==> src/rtl/sgdma_pkg.sv <==
package sgdma_pkg;

  typedef struct packed {
    logic [1:0] dinc;
    logic [1:0] rsv_a;
    logic [1:0] sinc;
    logic [1:0] size;
    logic [5:0] rsv_b;
    logic [3:0] rpow;
    logic [9:0] nm1;
    logic       rsv_c;
    logic [2:0] cc;
  } ctl_t;

  localparam int CNT_W = 10;

  localparam logic [2:0] CC_STOP    = 3'b000;
  localparam logic [2:0] CC_BASIC   = 3'b001;
  localparam logic [2:0] CC_MEM_PRI = 3'b100;
  localparam logic [2:0] CC_MEM_ALT = 3'b101;
  localparam logic [2:0] CC_PER_PRI = 3'b110;
  localparam logic [2:0] CC_PER_ALT = 3'b111;

  localparam logic [1:0] STEP_NONE = 2'b11;

  typedef enum logic [3:0] {
    S_IDLE, S_ARB, S_DRD, S_DCAP, S_WAIT,
    S_CRD, S_CWT, S_CWR, S_PWB, S_GAP,
    S_BRD, S_BWT, S_BWR, S_AWB
  } state_t;

endpackage

==> src/rtl/sgdma_addr_gen.sv <==
module sgdma_addr_gen #(
  parameter int AW = 16,
  parameter int CW = 10
) (
  input  logic [AW-1:0] end_addr,
  input  logic [CW-1:0] remain,
  input  logic [1:0]    step,
  output logic [AW-1:0] addr
);
  logic [AW-1:0] rem_w;
  logic [AW-1:0] offset;

  assign rem_w = AW'(remain);

  always_comb begin
    case (step)
      2'b00:   offset = rem_w;
      2'b01:   offset = rem_w << 1;
      2'b10:   offset = rem_w << 2;
      default: offset = '0;
    endcase
  end

  assign addr = end_addr - offset;
endmodule

==> src/rtl/sgdma_ctl_decode.sv <==
module sgdma_ctl_decode
  import sgdma_pkg::*;
(
  input  logic [2:0] cc,
  input  logic [8:0] rsv,
  input  logic       per_sel,
  output logic       pri_ok,
  output logic       pri_per,
  output logic       alt_basic,
  output logic       alt_cont
);
  assign pri_per   = (cc == CC_PER_PRI) || (cc == CC_PER_ALT);
  assign pri_ok    = ((cc == CC_MEM_PRI) || pri_per) && (rsv == '0);
  assign alt_basic = (cc == CC_BASIC);
  assign alt_cont  = per_sel ? (cc == CC_PER_ALT) : (cc == CC_MEM_ALT);
endmodule

==> src/rtl/sgdma_seq.sv <==
module sgdma_seq
  import sgdma_pkg::*;
#(
  parameter int          AW       = 16,
  parameter logic [15:0] PRI_BASE = 16'h0000,
  parameter logic [15:0] ALT_BASE = 16'h0010,
  parameter int          BCW      = 16
) (
  input  logic          clk,
  input  logic          rst,
  input  logic          start,
  input  logic          per_req,
  output logic          arb_req,
  input  logic          arb_gnt,
  output logic          mem_req,
  output logic          mem_we,
  output logic [AW-1:0] mem_addr,
  output logic [31:0]   mem_wdata,
  input  logic [31:0]   mem_rdata,
  output logic          done,
  output logic          fault
);
  localparam logic [AW-1:0] PRI_A   = AW'(PRI_BASE);
  localparam logic [AW-1:0] ALT_A   = AW'(ALT_BASE);
  localparam logic [AW-1:0] CTL_OFS = AW'(8);

  state_t        state, arb_next;
  logic [1:0]    widx, grp;
  logic          desc_alt, per_mode, pri_stop;
  logic [AW-1:0] pri_src, pri_dst, alt_src, alt_dst;
  ctl_t          pri_ctl, alt_ctl;
  logic [2:0]    alt_cc;
  logic [31:0]   hold;
  logic [BCW-1:0] burst, burst_lim;
  logic          done_q, fault_q;

  ctl_t rd_ctl;
  logic dec_pri_ok, dec_pri_per, dec_alt_basic, dec_alt_cont;
  logic copy_ph;

  assign rd_ctl  = ctl_t'(mem_rdata);
  assign copy_ph = (state == S_CRD) || (state == S_CWT) || (state == S_CWR);
  assign burst_lim = BCW'(1) << alt_ctl.rpow;

  sgdma_ctl_decode u_dec (
    .cc        (rd_ctl.cc),
    .rsv       ({rd_ctl.rsv_a, rd_ctl.rsv_b, rd_ctl.rsv_c}),
    .per_sel   (per_mode),
    .pri_ok    (dec_pri_ok),
    .pri_per   (dec_pri_per),
    .alt_basic (dec_alt_basic),
    .alt_cont  (dec_alt_cont)
  );

  // index 0: source side, index 1: destination side
  logic [AW-1:0]    ag_end  [2];
  logic [CNT_W-1:0] ag_rem  [2];
  logic [1:0]       ag_step [2];
  logic [AW-1:0]    ag_addr [2];

  assign ag_end[0]  = copy_ph ? pri_src : alt_src;
  assign ag_rem[0]  = copy_ph ? pri_ctl.nm1 : alt_ctl.nm1;
  assign ag_step[0] = copy_ph ? pri_ctl.sinc : alt_ctl.sinc;
  assign ag_end[1]  = copy_ph ? pri_dst : alt_dst;
  assign ag_rem[1]  = copy_ph ? CNT_W'(2'd3 - grp) : alt_ctl.nm1;
  assign ag_step[1] = copy_ph ? pri_ctl.dinc : alt_ctl.dinc;

  for (genvar g = 0; g < 2; g++) begin : g_agen
    sgdma_addr_gen #(.AW(AW), .CW(CNT_W)) u_agen (
      .end_addr (ag_end[g]),
      .remain   (ag_rem[g]),
      .step     (ag_step[g]),
      .addr     (ag_addr[g])
    );
  end

  // bus side, decoded from registered state
  always_comb begin
    mem_req   = 1'b0;
    mem_we    = 1'b0;
    mem_addr  = '0;
    mem_wdata = hold;
    case (state)
      S_DRD: begin
        mem_req  = 1'b1;
        mem_addr = (desc_alt ? ALT_A : PRI_A) + AW'({widx, 2'b00});
      end
      S_CRD, S_BRD: begin
        mem_req  = 1'b1;
        mem_addr = ag_addr[0];
      end
      S_CWR, S_BWR: begin
        mem_req  = 1'b1;
        mem_we   = 1'b1;
        mem_addr = ag_addr[1];
      end
      S_PWB: begin
        mem_req   = 1'b1;
        mem_we    = 1'b1;
        mem_addr  = PRI_A + CTL_OFS;
        mem_wdata = pri_ctl;
      end
      S_AWB: begin
        mem_req   = 1'b1;
        mem_we    = 1'b1;
        mem_addr  = ALT_A + CTL_OFS;
        mem_wdata = alt_ctl;
      end
      default: ;
    endcase
  end

  assign arb_req = (state != S_IDLE) && (state != S_WAIT) && (state != S_GAP);
  assign done    = done_q;
  assign fault   = fault_q;

  always_ff @(posedge clk) begin
    if (rst) begin
      state    <= S_IDLE;
      arb_next <= S_IDLE;
      widx     <= '0;
      grp      <= '0;
      desc_alt <= 1'b0;
      per_mode <= 1'b0;
      pri_stop <= 1'b0;
      pri_src  <= '0;
      pri_dst  <= '0;
      alt_src  <= '0;
      alt_dst  <= '0;
      pri_ctl  <= '0;
      alt_ctl  <= '0;
      alt_cc   <= '0;
      hold     <= '0;
      burst    <= '0;
      done_q   <= 1'b0;
      fault_q  <= 1'b0;
    end else begin
      done_q <= 1'b0;
      case (state)
        S_IDLE: if (start) begin
          fault_q  <= 1'b0;
          desc_alt <= 1'b0;
          widx     <= '0;
          arb_next <= S_DRD;
          state    <= S_ARB;
        end
        S_ARB: if (arb_gnt) state <= arb_next;
        S_DRD: state <= S_DCAP;
        S_DCAP: begin
          if (widx != 2'd2) begin
            if (widx == 2'd0) begin
              if (desc_alt) alt_src <= mem_rdata[AW-1:0];
              else          pri_src <= mem_rdata[AW-1:0];
            end else begin
              if (desc_alt) alt_dst <= mem_rdata[AW-1:0];
              else          pri_dst <= mem_rdata[AW-1:0];
            end
            widx  <= widx + 2'd1;
            state <= S_DRD;
          end else if (!desc_alt) begin
            pri_ctl <= rd_ctl;
            if (dec_pri_ok) begin
              per_mode <= dec_pri_per;
              pri_stop <= 1'b0;
              state    <= S_WAIT;
            end else begin
              fault_q <= 1'b1;
              state   <= S_IDLE;
            end
          end else begin
            alt_ctl <= rd_ctl;
            alt_cc  <= rd_ctl.cc;
            burst   <= '0;
            if (dec_alt_basic || dec_alt_cont) state <= S_BRD;
            else begin
              fault_q <= 1'b1;
              state   <= S_IDLE;
            end
          end
        end
        S_WAIT: if (!per_mode || per_req) begin
          grp      <= '0;
          arb_next <= S_CRD;
          state    <= S_ARB;
        end
        S_CRD: state <= S_CWT;
        S_CWT: begin
          hold  <= mem_rdata;
          state <= S_CWR;
        end
        S_CWR: begin
          if (grp == 2'd3 && pri_ctl.nm1 == '0) begin
            pri_ctl.cc <= CC_STOP;
            pri_stop   <= 1'b1;
          end else begin
            pri_ctl.nm1 <= pri_ctl.nm1 - 1'b1;
          end
          grp   <= grp + 2'd1;
          state <= (grp == 2'd3) ? S_PWB : S_CRD;
        end
        S_PWB: begin
          desc_alt <= 1'b1;
          widx     <= '0;
          if (per_mode) state <= S_DRD;
          else begin
            arb_next <= S_DRD;
            state    <= S_GAP;
          end
        end
        S_GAP: state <= S_ARB;
        S_BRD: state <= S_BWT;
        S_BWT: begin
          hold  <= mem_rdata;
          state <= S_BWR;
        end
        S_BWR: begin
          if (alt_ctl.nm1 == '0) begin
            alt_ctl.cc <= CC_STOP;
            state      <= S_AWB;
          end else begin
            alt_ctl.nm1 <= alt_ctl.nm1 - 1'b1;
            if (!per_mode && burst == burst_lim - 1'b1) begin
              burst    <= '0;
              arb_next <= S_BRD;
              state    <= S_GAP;
            end else begin
              burst <= burst + 1'b1;
              state <= S_BRD;
            end
          end
        end
        S_AWB: begin
          if (alt_cc == CC_BASIC) begin
            done_q <= 1'b1;
            state  <= S_IDLE;
          end else if (pri_stop) begin
            fault_q <= 1'b1;
            state   <= S_IDLE;
          end else begin
            state <= S_WAIT;
          end
        end
        default: state <= S_IDLE;
      endcase
    end
  end
endmodule

==> config.mk <==
export PLATFORM = sky130hd
export DESIGN_NAME = sgdma_seq
export DESIGN_NICKNAME = d
export VERILOG_FILES = /design/src/rtl/sgdma_pkg.sv /design/src/rtl/sgdma_addr_gen.sv /design/src/rtl/sgdma_ctl_decode.sv /design/src/rtl/sgdma_seq.sv
export SDC_FILE = /design/constraint.sdc
export NUM_CORES = 1
export LEC_CHECK = 0
export BUFFER_PORTS_ARGS = -buffer_cell sky130_fd_sc_hd__buf_2
export CORE_ASPECT_RATIO = 0.5
export CORE_MARGIN = 4
export CORE_UTILIZATION = 50
export DETAILED_ROUTE_END_ITERATION = 10
export PLACE_DENSITY = 0.68
export SYNTH_ARGS = -nofsm -noshare
export SYNTH_HDL_FRONTEND = slang
export SYNTH_SLANG_ARGS = --single-unit
==> constraint.sdc <==
create_clock -name clk -period 4.2 [get_ports clk]
set_clock_uncertainty 0.05 [all_clocks]
set_input_delay 0.21 -clock clk [delete_from_list [all_inputs] [get_ports clk]]
set_output_delay 0.21 -clock clk [all_outputs]
set_load 0.05 [all_outputs]
---- Word-level counts from Yosys, hierarchy flattened ----
Cells that the tools add are included.
word-level totals
  register bits after elaboration ......... 196
  bits of input ports ..................... 37
  logic and storage cells ................. 217
cells by class
  add/sub/neg operators ................... 10
  equal/unequal tests ..................... 46
  shift-type cells ........................ 1
  mux-type cells .......................... 71
  bitwise gates (word level) .............. 4
  reductions and logical operators ........ 51
operators by type and width
  cell                                                  number
  2-to-1 mux 16 bit                                     6
  one-hot mux 16 bit (5 select lines)                   1
  one-hot mux 12 bit (3 select lines)                   2
  one-hot mux 32 bit (2 select lines)                   1
  2-to-1 mux 14 bit                                     4
  one-hot mux 4 bit (14 select lines)                   1
  2-to-1 mux 4 bit                                      13
  2-to-1 mux 10 bit                                     4
  one-hot mux 10 bit (2 select lines)                   2
  AND reduction 4 bit                                   9
  != test 2 bit (second input constant)                 16
  one-hot mux 16 bit (2 select lines)                   1
  subtractor 16 x 12 -> 16 bit                          2
  equality test 4 bit (second input constant)           6
  zero test 10 bit                                      2
  subtractor 10 x 1 -> 10 bit (second input constant)   2
  2-to-1 mux 3 bit                                      6
  adder 16 x 1 -> 16 bit (second input constant)        1
  equality test 16 bit                                  1
  equality test 4 x 3 -> 1 bit (second input constant)  4
  one-hot mux 4 bit (4 select lines)                    1
  << shifter 1 x 4 -> 16 bit (first input constant)     1
  subtractor 16 x 1 -> 16 bit (second input constant)   1
  2-to-1 mux 1 bit                                      15
  other kinds (38)                                      81

---- Longest topological paths before layout ----
  depth after elaboration ................. 8
  depth in mapped cells ................... 18
  gate-level depth less buffers ........... 15

---- Hierarchy ----
Synthesis repeated with hierarchy kept, for this count alone.
second synthesis, totals
  cell total of the unflattened synthesis .. 1671
  area total of the unflattened synthesis .. 11657.4 µm²
modules (own cells, without submodules)
  module                              instances  cells an instance  area an instance (µm²)  seq. area each (µm²)
  sgdma_seq                           1          1399               9774.4                  3903.7
  sgdma_addr_gen at g_agen[1].u_agen  1          146                952.2                   0.0
  sgdma_addr_gen at g_agen[0].u_agen  1          117                859.6                   0.0
  sgdma_ctl_decode                    1          9                  71.3                    0.0

---- Worst setup path before layout ----
Ideal clock, no wire load.
  path type ............................... register to output
  start point ............................. register state[3]
  end point ............................... output port mem_addr[15]
  arrival time ............................ 4.190 ns
  path slack .............................. -0.250 ns
  cell stages (with the launch flop) ...... 16
  cell sequence ........................... dfxtp_1 -> buf_2 -> nand2b_1 -> nor2_1 -> buf_2 -> mux2i_2 -> mux2i_1 -> nand2_1 -> ha_1 -> nor2b_1 -> o31a_1 -> o31ai_1 -> o21ai_0 -> a211oi_1 -> xor2_1 -> o22ai_1
on the way
  word-level cells in the longest chain between the ends .. 8
RTL lines
  item                                               line                              text
  start: declaration                                 sgdma_seq.sv:27                   state_t state, arb_next;
  start signal: assignment                           sgdma_seq.sv:147                  S_ARB: if (arb_gnt) state <= arb_next;
  start signal: assignment                           sgdma_seq.sv:199                  state <= (grp == 2'd3) ? S_PWB : S_CRD;
  equality test 4 x 3 -> 1 bit (on tied branches)    sgdma_seq.sv:42, sgdma_seq.sv:83
  logical OR 1 bit (2 in a row)                      sgdma_seq.sv:42                   assign copy_ph = (state == S_CRD) || (state == S_CWT) || (state == S_CWR);
  2-to-1 mux 2 bit (on tied branches)                sgdma_seq.sv:66, sgdma_seq.sv:63
  equality test 2 bit, or another cell as far along  sgdma_addr_gen.sv:16              case (step)
  one-hot mux 12 bit (3 select lines)                sgdma_addr_gen.sv:16
  subtractor 16 x 12 -> 16 bit                       sgdma_addr_gen.sv:24              assign addr = end_addr - offset;
  one-hot mux 16 bit (5 select lines) *              sgdma_seq.sv:83                   case (state)
  end: declaration                                   sgdma_seq.sv:17                   output logic [AW-1:0] mem_addr,
Every way passes the cells marked *; elsewhere a longest branch is shown, timed or not.

---- Final worst setup path ----
  start point ............................. register state[3]
  end point ............................... output port mem_addr[13]
The elaborated chain is that of the path after synthesis.

==> metrics.md <==
| Metric | Value |
|---|---|
| Routed Antenna Nets | 0 |
| Per-cell routed wire length | between 20 and 25 µm |
| Synth Register Bits | about 200 |
| CTS tree | yes |
| Yosys cell types | 88 |
| Post-synthesis mux area share | 0.04501 |
| Starting Density | 0.5155 |
| Placed insts | around 2000 |
| First-pass GRT wire length | 63.71 mm |
| I/O pin total | 90 |
| CP Max Fanout | 8 |
| Post-DP HPWL | approximately 28 mm |
| Setup crit start kind | register |
| Yosys warnings | 0 |
| Most frequent cells in the layout | nand2_1, dfxtp_1, a21oi_1, nor2_1, buf_2 |
| Post-Synth Simple-Gate Area | 0.2892 |
| Setup violations, final | 0 |
| Crit path time final | ~4.1 ns |
| Core area | 0.02308 mm² |
| Rel. slew slack | 0.2229 |
| Req. time, crit path | 3.94 ns |
| Worst hold margin | ~0.053 ns |
| Post-synth EDFFs | 0 |
| Nets | roughly 1800 |
| Clk sinks | 195 |
| Post-Synth Adder-Cell Area | 0.03596 |
| Syn_nets | roughly 1700 |
| Compound-Gate Fraction of Synth Area | 0.2170 |
| Post-DP Area | around 0.013 mm² |
| Final Non-Filler Cells | 2035 |
| Vias per inst | 6.150 |
| Ratio of cells with drive above 1 in the final layout | 0.1453 |
| Number of global-route vias before repair | ~11000 |
| Hold crit path type | in2reg |
| First drt pass iteration count | 6 |
| Max VDD drop | roughly 0.25 mV |
| Bufs on Longest Clock Path | 2 |
| Seq/Total Area, Yosys | 0.3281 |
| Initial antenna violation count | 2 |
| Worst-path clk slew | around 0.080 ns |
| Area Growth Syn to Fin | 15.74% |
| Max-slew violations | 0 |
| Synth Instances | between 1500 and 2000 |
| Sw Pwr | between 0.9 and 1 mW |
| Async SR Flop Fraction | 0 |
| Fmax | 244.9 MHz |
| Site Rows | 39 |
| Antenna diodes | 0 |
| XOR/XNOR Fraction of Synth Area | 0.02944 |
| Post-Syn Area | 0.01190 mm² |
| Root Driver | clkbuf_16 |
| Largest net degree at the start of global routing | 79 |
| Gp weighted congestion | roughly 0.94 |
| Post-Route WL | between 40 and 50 mm |
| Final setup TNS | 0 ns |
| Width of the die | around 230 µm |
| Clock Latency Late Sink | about 0.47 ns |
| RSZ-0062 raised after global routing | yes |
| # port buffers | slightly below 90 |
| Syn Area/Cell | just over 7 µm² |
| Clock group share of total power | 0.469 |
| Main combinational cell family by area after synthesis | simple AND/OR/NAND/NOR gates |
| Max-cap violations | 0 |
| Commonest non-fill, non-tap cell in the layout | nand2_1 |
| Outcome | completed |
| Worst Max-Slew Pin Slew | approximately 1.2 ns |
| CTS Buf Count | 17 |
| Die area | 0.02648 mm² |
| GR Overflow Total | 0 |
| Combinational power share | 0.053 |
| CP Class | reg2out |
| DRC Markers | 0 |
| Detailed Route Iter0 Violations | roughly 1400 |
| Crit path DAT | approximately 3.8 ns |
| Die height | about 120 µm |
| Internal power | about 3 mW |
| Clock H-tree levels | 4 |
| Fillers | between 2000 and 2500 |
| Setup crit end kind | primary output |
| GR Util All Layers | 0.3065 |
| Final hold vios | 0 |
| Tcrit/Tclk final | 0.9723 |
| Prevailing post-synth register cell | dfxtp_1 |
| Lkg Pwr | about 5.3 nW |
| Final instance area | roughly 0.014 mm² |
| Sequential share of power | 0.478 |
| Switching Share | 0.2480 |
| Vias | around 13000 |
| Pwr Density | about 280 mW/mm² |
==> through the flow <==
stage	setup slack, ns	total power, mW	utilization
2_1_floorplan	0.04000	1.996	-
3_3_place_gp	0.1910	2.081	0.5424
3_5_place_dp	0.07601	2.083	0.5424
4_1_cts	0.004420	3.885	0.5867
5_1_grt	-0.02116	4.002	0.5967
6_report	0.1162	3.883	0.5967
==> worst paths after layout <==
check	to	depth (start not counted)	slack, ns	startpoint
min reg2reg	alt_ctl[28]	2	0.41	alt_ctl[28]
max reg2reg	state[0]	10	0.70	alt_ctl[14]
min	pri_dst[5]	3	0.05	mem_rdata[5]
max	mem_addr[13]	16	0.12	state[3]
==> cell usage after synthesis, drive strengths merged, types with 3 or more instances <==
library cell,n,area [µm²]
o31ai,5,37.54
nand4,8,56.30
nand2,450,1689
a21oi,178,890.9
o211ai,12,90.09
and3,21,132.6
and2,5,31.28
a31oi,11,68.82
nand4bb,3,33.78
o22ai,20,125.1
xnor2,18,157.7
a211oi,15,122.6
o21ai,68,344.1
dfxtp,195,3904
ha,31,387.9
o31a,3,26.28
a221o,8,80.08
inv,20,75.07
a311oi,3,26.28
nor2b,16,100.1
nor3b,5,37.54
a221oi,6,52.55
a22oi,41,307.8
buf,31,203.9
nor2,117,441.7
nor4b,4,41.29
a32oi,4,35.03
a21o,4,30.03
nand2b,17,106.4
o21a,9,67.56
nand3b,6,45.04
nor3,43,220.2
or3,7,43.79
o21bai,5,37.54
nand3,35,175.2
xor2,22,192.7
a22o,4,35.03
or2,9,56.31
or4b,3,30.03
a21boi,4,30.03
nor4,16,100.1
o221ai,3,26.28
mux2i,52,524.3
clkbuf,96,371.6
==> worst max-delay path, stage by stage, from the launching register on <==
cell and delay [ns]:
dfxtp_2 0.35, nand2b_4 0.15, nor2_4 0.17, buf_12 0.17, mux2_2 0.19, and2_4 0.17
nand2_1 0.06, o21ai_1 0.11, nand2_1 0.11, ha_4 0.20, or3_4 0.42, o31ai_4 0.33
a31oi_4 0.16, nor3b_2 0.19, xor2_1 0.25, o22ai_2 0.12, buf_6 0.21
==> layout make-up <==
| class | instances | area, µm² | area share |
|---|---|---|---|
| tap | 307 | 384.1 | 0.02789 |
| timing repair buffer | 158 | 1080 | 0.07840 |
| inverter | 22 | 82.58 | 0.005996 |
| sequential | 195 | 3906 | 0.2836 |
| clock buffer | 19 | 432.9 | 0.03143 |
| clock inverter | 13 | 195.2 | 0.01417 |
| multi-input combinational | 1321 | 7691 | 0.5585 |
==> kinds of logic after synthesis <==
group,Yosys count
adder cells (fa/ha/maj),33
buffers and inverters,149
multiplexers,53
XOR/XNOR,40
flip-flops,195
AND/OR/NAND/NOR,776
AO/OA/AOI/OAI,419
==> flip-flops by register name, summed over array words and instances, names as in the netlist, 2 cells and up <==
register	count
alt_ctl	32
hold	32
pri_ctl	32
alt_dst	16
alt_src	16
burst	16
pri_dst	16
pri_src	16
state	4
alt_cc	3
arb_next	3
grp	2
widx	2
==> repair_timing <==
action | 4_1_cts | 5_1_grt
endpoints found under the setup margin | 12 | 13
hold buffers | 17 | 0
gates cloned | 1 | 1
pin swaps | 9 | 15
buffers inserted | 5 | 7
hold endpoints to repair | 49 | 0
resized for setup | 44 | 40
==> metal layers <==
layer  wire (µm)  GRT usage  vias up
met5           0          0        -
met4         810    0.06929        0
met3        3588    0.05383       63
met2       18440     0.4894      543
met1       18270     0.4380     6008
li1            -          -     5902
==> power by group through the flow <==
stage / Sequential [mW] / Clock, mW / Combinational, mW
2_1_floorplan: 1.90 / 0 / 0.0972
3_3_place_gp: 1.90 / 0 / 0.181
3_5_place_dp: 1.90 / 0 / 0.183
4_1_cts: 1.86 / 1.83 / 0.196
5_1_grt: 1.86 / 1.93 / 0.214
6_report: 1.86 / 1.82 / 0.205
Note: power is estimated with default switching activity, not from simulation.
